### src/rtl/clkpre_pkg.sv
package clkpre_pkg;

    // Rate counter width: the largest f2 ratio is 16 source steps
    localparam int CNT_W = 4;

    // Field order matches wr_data bit positions
    typedef struct packed {
        logic sub_sel;   // wr_data[2]
        logic sys_slow;  // wr_data[1]
        logic f2_fast;   // wr_data[0]
    } clk_cfg_t;

    typedef struct packed {
        logic             from_sub;
        logic [CNT_W-1:0] sys_mask;
        logic [CNT_W-1:0] f2_mask;
    } ratio_t;

    function automatic logic [CNT_W-1:0] mask_of(input int unsigned lg);
        return CNT_W'((1 << lg) - 1);
    endfunction

    // Control bits to divide masks, in source steps
    function automatic ratio_t decode_cfg(input clk_cfg_t c);
        ratio_t r;
        r.from_sub = c.sub_sel & c.sys_slow;
        if (r.from_sub) begin
            r.sys_mask = mask_of(0);
            r.f2_mask  = mask_of(1);
        end else if (c.sys_slow) begin
            r.sys_mask = mask_of(3);
            r.f2_mask  = c.f2_fast ? mask_of(3) : mask_of(4);
        end else begin
            r.sys_mask = mask_of(0);
            r.f2_mask  = c.f2_fast ? mask_of(0) : mask_of(1);
        end
        return r;
    endfunction

endpackage

### src/rtl/clkpre_sync_edge.sv
module clkpre_sync_edge #(
    parameter int STAGES = 2
) (
    input  logic clk,
    input  logic rst,
    input  logic async_in,
    output logic pulse
);
    // sh[STAGES-1:0] form the synchronizer; sh[STAGES] holds the previous level
    logic [STAGES:0] sh;

    always_ff @(posedge clk) begin
        if (rst) sh <= '0;
        else     sh <= {sh[STAGES-1:0], async_in};
    end

    assign pulse = sh[STAGES-1] & ~sh[STAGES];

    // an edge step never lasts longer than one cycle
    a_r7_single_step: assert property (@(posedge clk) disable iff (rst)
        pulse |=> !pulse);

endmodule

### src/rtl/clkpre_rate.sv
module clkpre_rate
    import clkpre_pkg::*;
(
    input  logic     clk,
    input  logic     rst,
    input  clk_cfg_t pend_cfg,
    input  logic     sub_pulse,
    output logic     sys_en,
    output logic     f2_en
);
    clk_cfg_t         act_cfg;
    ratio_t           rt;
    logic [CNT_W-1:0] cnt;
    logic             step;

    always_comb begin
        rt     = decode_cfg(act_cfg);
        step   = rt.from_sub ? sub_pulse : 1'b1;
        f2_en  = step && (cnt == rt.f2_mask);
        sys_en = step && ((cnt & rt.sys_mask) == rt.sys_mask);
    end

    // The setting is swapped only at an f2 boundary
    always_ff @(posedge clk) begin
        if (rst) begin
            act_cfg <= '0;
            cnt     <= '0;
        end else if (f2_en) begin
            act_cfg <= pend_cfg;
            cnt     <= '0;
        end else if (step) begin
            cnt <= cnt + 1'b1;
        end
    end

    // the active setting holds between f2 boundaries
    a_r8_hold_cfg: assert property (@(posedge clk) disable iff (rst)
        !f2_en |=> $stable(act_cfg));

    // every f2 boundary is also a system clock boundary
    a_r3_f2_on_sys: assert property (@(posedge clk) disable iff (rst)
        f2_en |-> sys_en);

endmodule

### src/rtl/clkpre_chain.sv
module clkpre_chain #(
    parameter int STAGES = 9
) (
    input  logic              clk,
    input  logic              rst,
    input  logic              tick,
    output logic [STAGES-1:0] en
);
    logic [STAGES-1:0] cnt;

    always_ff @(posedge clk) begin
        if (rst)       cnt <= '0;
        else if (tick) cnt <= cnt + 1'b1;
    end

    for (genvar k = 0; k < STAGES; k++) begin : g_tap
        assign en[k] = tick & (&cnt[k:0]);
    end

    // the slowest tap is never high two cycles in a row
    a_r9_top_tap: assert property (@(posedge clk) disable iff (rst)
        en[STAGES-1] |=> !en[STAGES-1]);

endmodule

### src/rtl/sysclk_prescaler.sv
module sysclk_prescaler
    import clkpre_pkg::*;
#(
    parameter int PDIV_STAGES = 9,
    parameter int SYNC_STAGES = 2,
    parameter int FC_LOG2     = 5
) (
    input  logic                   clk,
    input  logic                   rst,
    input  logic                   wr_en,
    input  logic [2:0]             wr_data,
    input  logic                   sub_clk_in,
    output logic                   sys_en,
    output logic                   f2_en,
    output logic [PDIV_STAGES-1:0] pdiv_en,
    output logic                   fc32_en,
    output logic                   sub_osc_en
);
    clk_cfg_t           cfg_q;
    logic               sub_pulse;
    logic [FC_LOG2-1:0] fc_cnt;

    always_ff @(posedge clk) begin
        if (rst)        cfg_q <= '0;
        else if (wr_en) cfg_q <= clk_cfg_t'(wr_data);
    end

    assign sub_osc_en = cfg_q.sub_sel;

    clkpre_sync_edge #(.STAGES(SYNC_STAGES)) u_sync (
        .clk      (clk),
        .rst      (rst),
        .async_in (sub_clk_in),
        .pulse    (sub_pulse)
    );

    clkpre_rate u_rate (
        .clk       (clk),
        .rst       (rst),
        .pend_cfg  (cfg_q),
        .sub_pulse (sub_pulse),
        .sys_en    (sys_en),
        .f2_en     (f2_en)
    );

    clkpre_chain #(.STAGES(PDIV_STAGES)) u_chain (
        .clk  (clk),
        .rst  (rst),
        .tick (f2_en),
        .en   (pdiv_en)
    );

    always_ff @(posedge clk) begin
        if (rst)            fc_cnt <= '0;
        else if (sub_pulse) fc_cnt <= fc_cnt + 1'b1;
    end

    assign fc32_en = sub_pulse & (&fc_cnt);

    // the oscillator enable shows the last written sub-select bit
    a_r6_osc_follow: assert property (@(posedge clk) disable iff (rst)
        wr_en |=> sub_osc_en == $past(wr_data[2]));

    // prescaler strobes only appear together with f2
    a_r9_pdiv_on_f2: assert property (@(posedge clk) disable iff (rst)
        (|pdiv_en) |-> f2_en);

    // the sub/32 strobe is a single cycle
    a_r10_fc_single: assert property (@(posedge clk) disable iff (rst)
        fc32_en |=> !fc32_en);

endmodule

### config.mk
export PLATFORM = sky130hd
export DESIGN_NAME = sysclk_prescaler
export DESIGN_NICKNAME = d
export VERILOG_FILES = /design/src/rtl/clkpre_pkg.sv /design/src/rtl/clkpre_sync_edge.sv /design/src/rtl/clkpre_rate.sv /design/src/rtl/clkpre_chain.sv /design/src/rtl/sysclk_prescaler.sv
export SDC_FILE = /design/constraint.sdc
export NUM_CORES = 1
export LEC_CHECK = 0
export ABC_CLOCK_PERIOD_IN_PS = 3100
export CAP_MARGIN = 25
export CORE_MARGIN = 2
export CORE_UTILIZATION = 37
export DETAILED_ROUTE_END_ITERATION = 16
export HOLD_SLACK_MARGIN = 0.02
export PLACE_DENSITY_LB_ADDON = 0.3
export SYNTH_ARGS = -nofsm -noshare
export SYNTH_HDL_FRONTEND = slang
export SYNTH_SLANG_ARGS = --single-unit
### constraint.sdc
create_clock -name clk -period 3.1 [get_ports clk]
set_clock_uncertainty 0.15 [all_clocks]
set_input_delay 0.62 -clock clk [delete_from_list [all_inputs] [get_ports clk]]
set_output_delay 0.62 -clock clk [all_outputs]
set_load 0.02 [all_outputs]
# Word-level counts from Yosys, hierarchy flattened
# Cells that the tools add are included.
[totals] mem_bits_ro=0 mem_bits_rw=0 latch_bits=0 n_memories=0 word_cells=46 inputBits=7 ff_bits=27
[op_classes] n_reduce_logical=12 n_addsub=3 n_mul=0 shift=0 n_mux=5 bitwise=14 magnitude_cmp=0 div_mod_pow=0 n_eq_ne=2
[ops] op="1-bit AND" n=12
[ops] op="5-bit AND reduction" n=2
[ops] op="9-bit by 1-bit adder with 9-bit output, second input constant" n=1
[ops] op="9-bit AND reduction" n=1
[ops] op="4-bit == test" n=2
[ops] op="8-bit 2-to-1 mux" n=1
[ops] op="8-bit AND reduction" n=1
[ops] op="7-bit 2-to-1 mux" n=1
[ops] op="7-bit AND reduction" n=1
[ops] op="6-bit AND reduction" n=1
[ops] op="5-bit by 1-bit adder with 5-bit output, second input constant" n=1
[ops] op="4-bit by 1-bit adder with 4-bit output, second input constant" n=1
[ops] op="4-bit AND" n=1
[ops] op="4-bit 2-to-1 mux" n=1
[ops] op="4-bit AND reduction" n=1
[ops] op="3-bit AND reduction" n=1
[ops] op="1-bit logical AND" n=2
[ops] op="1-bit 2-to-1 mux" n=2
[ops] op="2-bit AND reduction" n=1
[ops] op="2-bit OR reduction" n=1
[ops] op="1-bit inverter" n=1

# Logic depth before layout (Yosys ltp)
[logic_depth] word_depth=6 depth_mapped=8

# Cells and area by module
# A second synthesis with hierarchy kept.
[hier_totals] cells_unflattened=139 area_unflattened_um2=1363.8
[modules_own_cells] module="clkpre_chain" n_inst=1 area_each_um2=478.0 cells_each=55 seq_area_each_um2=180.2
[modules_own_cells] module="clkpre_rate" n_inst=1 area_each_um2=434.2 cells_each=44 seq_area_each_um2=140.1
[modules_own_cells] module="sysclk_prescaler" n_inst=1 area_each_um2=364.1 cells_each=33 seq_area_each_um2=160.2
[modules_own_cells] module="clkpre_sync_edge" n_inst=1 area_each_um2=87.6 cells_each=7 seq_area_each_um2=60.1

# Worst setup path after synthesis
# OpenSTA, ideal clock, no wires.
[synth_timing] kind="register to output" start="register u_rate.act_cfg[2] in the netlist's numbering" end="output pdiv_en[5]" path_buffers=2 path_slack_ps=354 stages_incl_launch_ff=8 t_arrival_ps=1976 path_cell_list="dfxtp_1 and2b_1 ha_1 nand2_1 a211o_1 buf_2 buf_2 nor3_1"
[synth_between] elab_chain_len=5 elab_cells_between_ends=6
[synth_rtl] element="start, declared" line="clkpre_rate.sv:11" source="clk_cfg_t act_cfg;"
[synth_rtl] element="start signal, assigned" line="clkpre_rate.sv:29" source="act_cfg <= pend_cfg;"
[synth_rtl] element="1-bit AND *" line="clkpre_pkg.sv:26" source="r.from_sub = c.sub_sel & c.sys_slow;"
[synth_rtl] element="8-bit 2-to-1 mux" line="clkpre_pkg.sv:27" source="if (r.from_sub) begin"
[synth_rtl] element="4-bit == test" line="clkpre_rate.sv:19" source="f2_en = step && (cnt == rt.f2_mask);"
[synth_rtl] element="1-bit logical AND *" line="clkpre_rate.sv:19"
[synth_rtl] element="1-bit AND *" line="clkpre_chain.sv:17" source="assign en[k] = tick & (&cnt[k:0]);"
[synth_rtl] element="end, declared" line="sysclk_prescaler.sv:15" source="output logic [PDIV_STAGES-1:0] pdiv_en,"
# Mark *: on every way between the ends. The rest lies on a longest branch, timed or not.

# Worst setup path in the final report
[layout_timing] start="register u_rate.act_cfg[1] in the netlist's numbering" end="output pdiv_en[5]"
[layout_between] elab_chain_len=5 elab_cells_between_ends=7
[layout_rtl] element="7-bit 2-to-1 mux / 1-bit AND (equally long branches)" line="clkpre_pkg.sv:30, clkpre_pkg.sv:26"
[layout_rtl] element="8-bit 2-to-1 mux" line="clkpre_pkg.sv:27"
[layout_rtl] element="4-bit == test" line="clkpre_rate.sv:19"
[layout_rtl] element="1-bit logical AND *" line="clkpre_rate.sv:19"
[layout_rtl] element="1-bit AND *" line="clkpre_chain.sv:17"
# Marks and branches as above.

==> impl_metrics.ini <==
[clock_tree]
insertion_delay_ps = 330
ctsResizeCount = 11
cts_tree = yes
postCtsSetupBuffers = 0
clockRootBuffer = clkbuf_4
cts-htree-levels = 1
numCtsBuffers = 3
clock_sink_count = 27
cts_buffer_depth = 2
hold_buffers = 0
clkTransAtPathRegs_ps = 140

[worst_setup_path]
end_kind = output port
cp_max_fo = 9
r2r_cells = 7
criticalPathCategory = reg2out
start_kind = register
worstPathRequired_ps = 2330
worst-endpoint-arrival_ps = 2200

[final_layout]
fill_cells = 364
design_area_mm2 = 0.00160
nets = 194
fin_util_pct = 47.7
drive_gt1_share_pct = 8.47
area_growth_pct = 22.3
n_antenna_cell = 0

[power_and_ir_drop]
leakage_nw = 0.703
peakVddDrop_mv = 0.444
p_total_w = 0.00102
power_per_cell_area_mw_per_mm2 = 634

[drt]
vias = 1174
firstDrtPassIters = 4
drt_iter0_drc = 48
routedWlPerCell_um = 12.1
wirelength_um = 2710
avgViaCountPerCell = 5.26
drc = 0
detail-route-antenna-nets = 0

[synth]
yosysMostFrequentCell = dfxtp_1
ys_seq_elements = 27
avgSynthCellArea_um2 = 8.45
synth_cell_type_count = 28
async_reset_ff_share_pct = 0
synth_top_cell_by_area = dfxtp_1
synth_top_area_share_pct = 41.3
synth-main-ff-cell = dfxtp_1
synth_edf_count = 0
ys_seq_area_share_pct = 41.3
synthTopCellsByArea = dfxtp_1, ha_1, and3_1
syn-cell-area_mm2 = 0.00131
postSynthNetCount = 171
ys_top_cells_by_count = dfxtp_1, a21oi_1, and3_1, nand2_1, nor2_1
syn_inst = 155
ys.warnings.count = 0

[grt]
grt_pass1_vias = 1122
track_usage_pct = 14.3
antenna_found_initial = 0
gr-total-overflow = 0
grt_max_degree = 18
grt_pass1_wl_um = 4680

[place]
io_buffers = 19
dpl.hpwl_um = 1970
detailed_place.area_mm2 = 0.00158
gp_congestion = 0.895

[sta]
rsz0062_at_grt = no
period_minus_slack_ps = 2970
tns_ps = 0
worst_pin_slew_ps = 466
hold_viol = 0
setup-violations-final = 0
finalCritPeriodShare_pct = 95.8
max_freq_mhz = 337
relSlewSlack_pct = 68.1
drv_slew = 0

[floorplanning]
core_area_mm2 = 0.00336
die_w_um = 63.5
floorplan.initialDensity_pct = 39.0
io_pins = 20
fp.dieH_um = 63.5
row_count = 21
dieArea_mm2 = 0.00403

[min_path]
holdPathStages = 1
hold_path_class = reg2reg

[flow_run]
cap_violations = 0

[status]
status = finished, final reports clean
metal layers:
metal | vias up | global-route usage (%) | part of all wire [%]
met4 | 0 | 5.98 | 1.3
met3 | 5 | 3.21 | 3.9
met2 | 18 | 25.9 | 48
met1 | 557 | 16.0 | 47
met5 | - | 0 | 0
li1 | 594 | - | -
critical path, stage by stage, from the launching register on:
cell and delay (ps):
dfxtp_1 370, and2b_1 200, ha_1 280, nand2_1 70, a211o_1 390, nor3_1 230, clkdlybuf4s15_1 330
final cells by class:
cell class | count | area, µm² | area share (%)
multi-input combinational | 116 | 726 | 45.3
sequential | 27 | 541 | 33.7
timing repair buffer | 27 | 238 | 14.8
tap | 46 | 57.6 | 3.59
clock buffer | 3 | 22.5 | 1.41
inverter | 3 | 11.3 | 0.703
clock inverter | 1 | 7.51 | 0.468
through the flow:
step	hold slack, ps	std cells	setup WS [ps]
floorplan	264	155	354
global placement	272	219	134
detailed placement	283	219	82.6
CTS	313	223	24.0
global route	318	223	6.22
finish	309	223	129
power breakdown:
part	internal, W	switching [W]	total [W]
clock network	0.0000494	0.000107	0.000156
logic	0.000183	0.000254	0.000437
registers	0.000386	0.0000369	0.000423
total	0.000618	0.000397	0.00102
worst paths after layout:
path	slack (ps)	start	endpoint
setup reg to reg	710	u_rate.act_cfg[1]$_SDFFE_PP0P_	u_chain.cnt[7]$_SDFFE_PP0P_
hold / removal	310	u_sync.sh[0]$_SDFF_PP0_	u_sync.sh[1]$_SDFF_PP0_
setup / recovery	130	u_rate.act_cfg[1]$_SDFFE_PP0P_	pdiv_en[5]
hold reg to reg	310	u_sync.sh[0]$_SDFF_PP0_	u_sync.sh[1]$_SDFF_PP0_
flip-flops by register name (all words and copies together) (netlist names):
name / flops
u_chain.cnt: 9
fc_cnt: 5
u_rate.cnt: 4
u_rate.act_cfg: 3
u_sync.sh: 3
cfg_q: 2
sub_osc_en: 1
cell families (layout without fill, tap and decap cells):
group | count (synthesis) | in the layout | share of synthesized area (%)
compound gates | 31 | 31 | 13.2
xor+xnor | 4 | 4 | 2.67
fa+ha+maj | 9 | 9 | 8.60
buf+inv | 12 | 34 | 3.72
flops | 27 | 27 | 41.3
mux | 3 | 3 | 2.29
simple gates | 69 | 69 | 28.3
layout by cell type (no fill, tap or decap), types with 6 or more instances in the layout:
master           synthesis  final
nor3_1                   6      6
a21oi_1                 16     16
o21ai_0                  9      9
clkdlybuf4s50_1          0      8
dlygate4sd2_1            0      8
nor2_1                  11     11
buf_4                    0      8
dfxtp_1                 27     27
nand2_1                 11     11
ha_1                     9      9
and3_1                  13     13
nand3_1                 10     10
No activity file was read; power rests on OpenSTA's default activity.
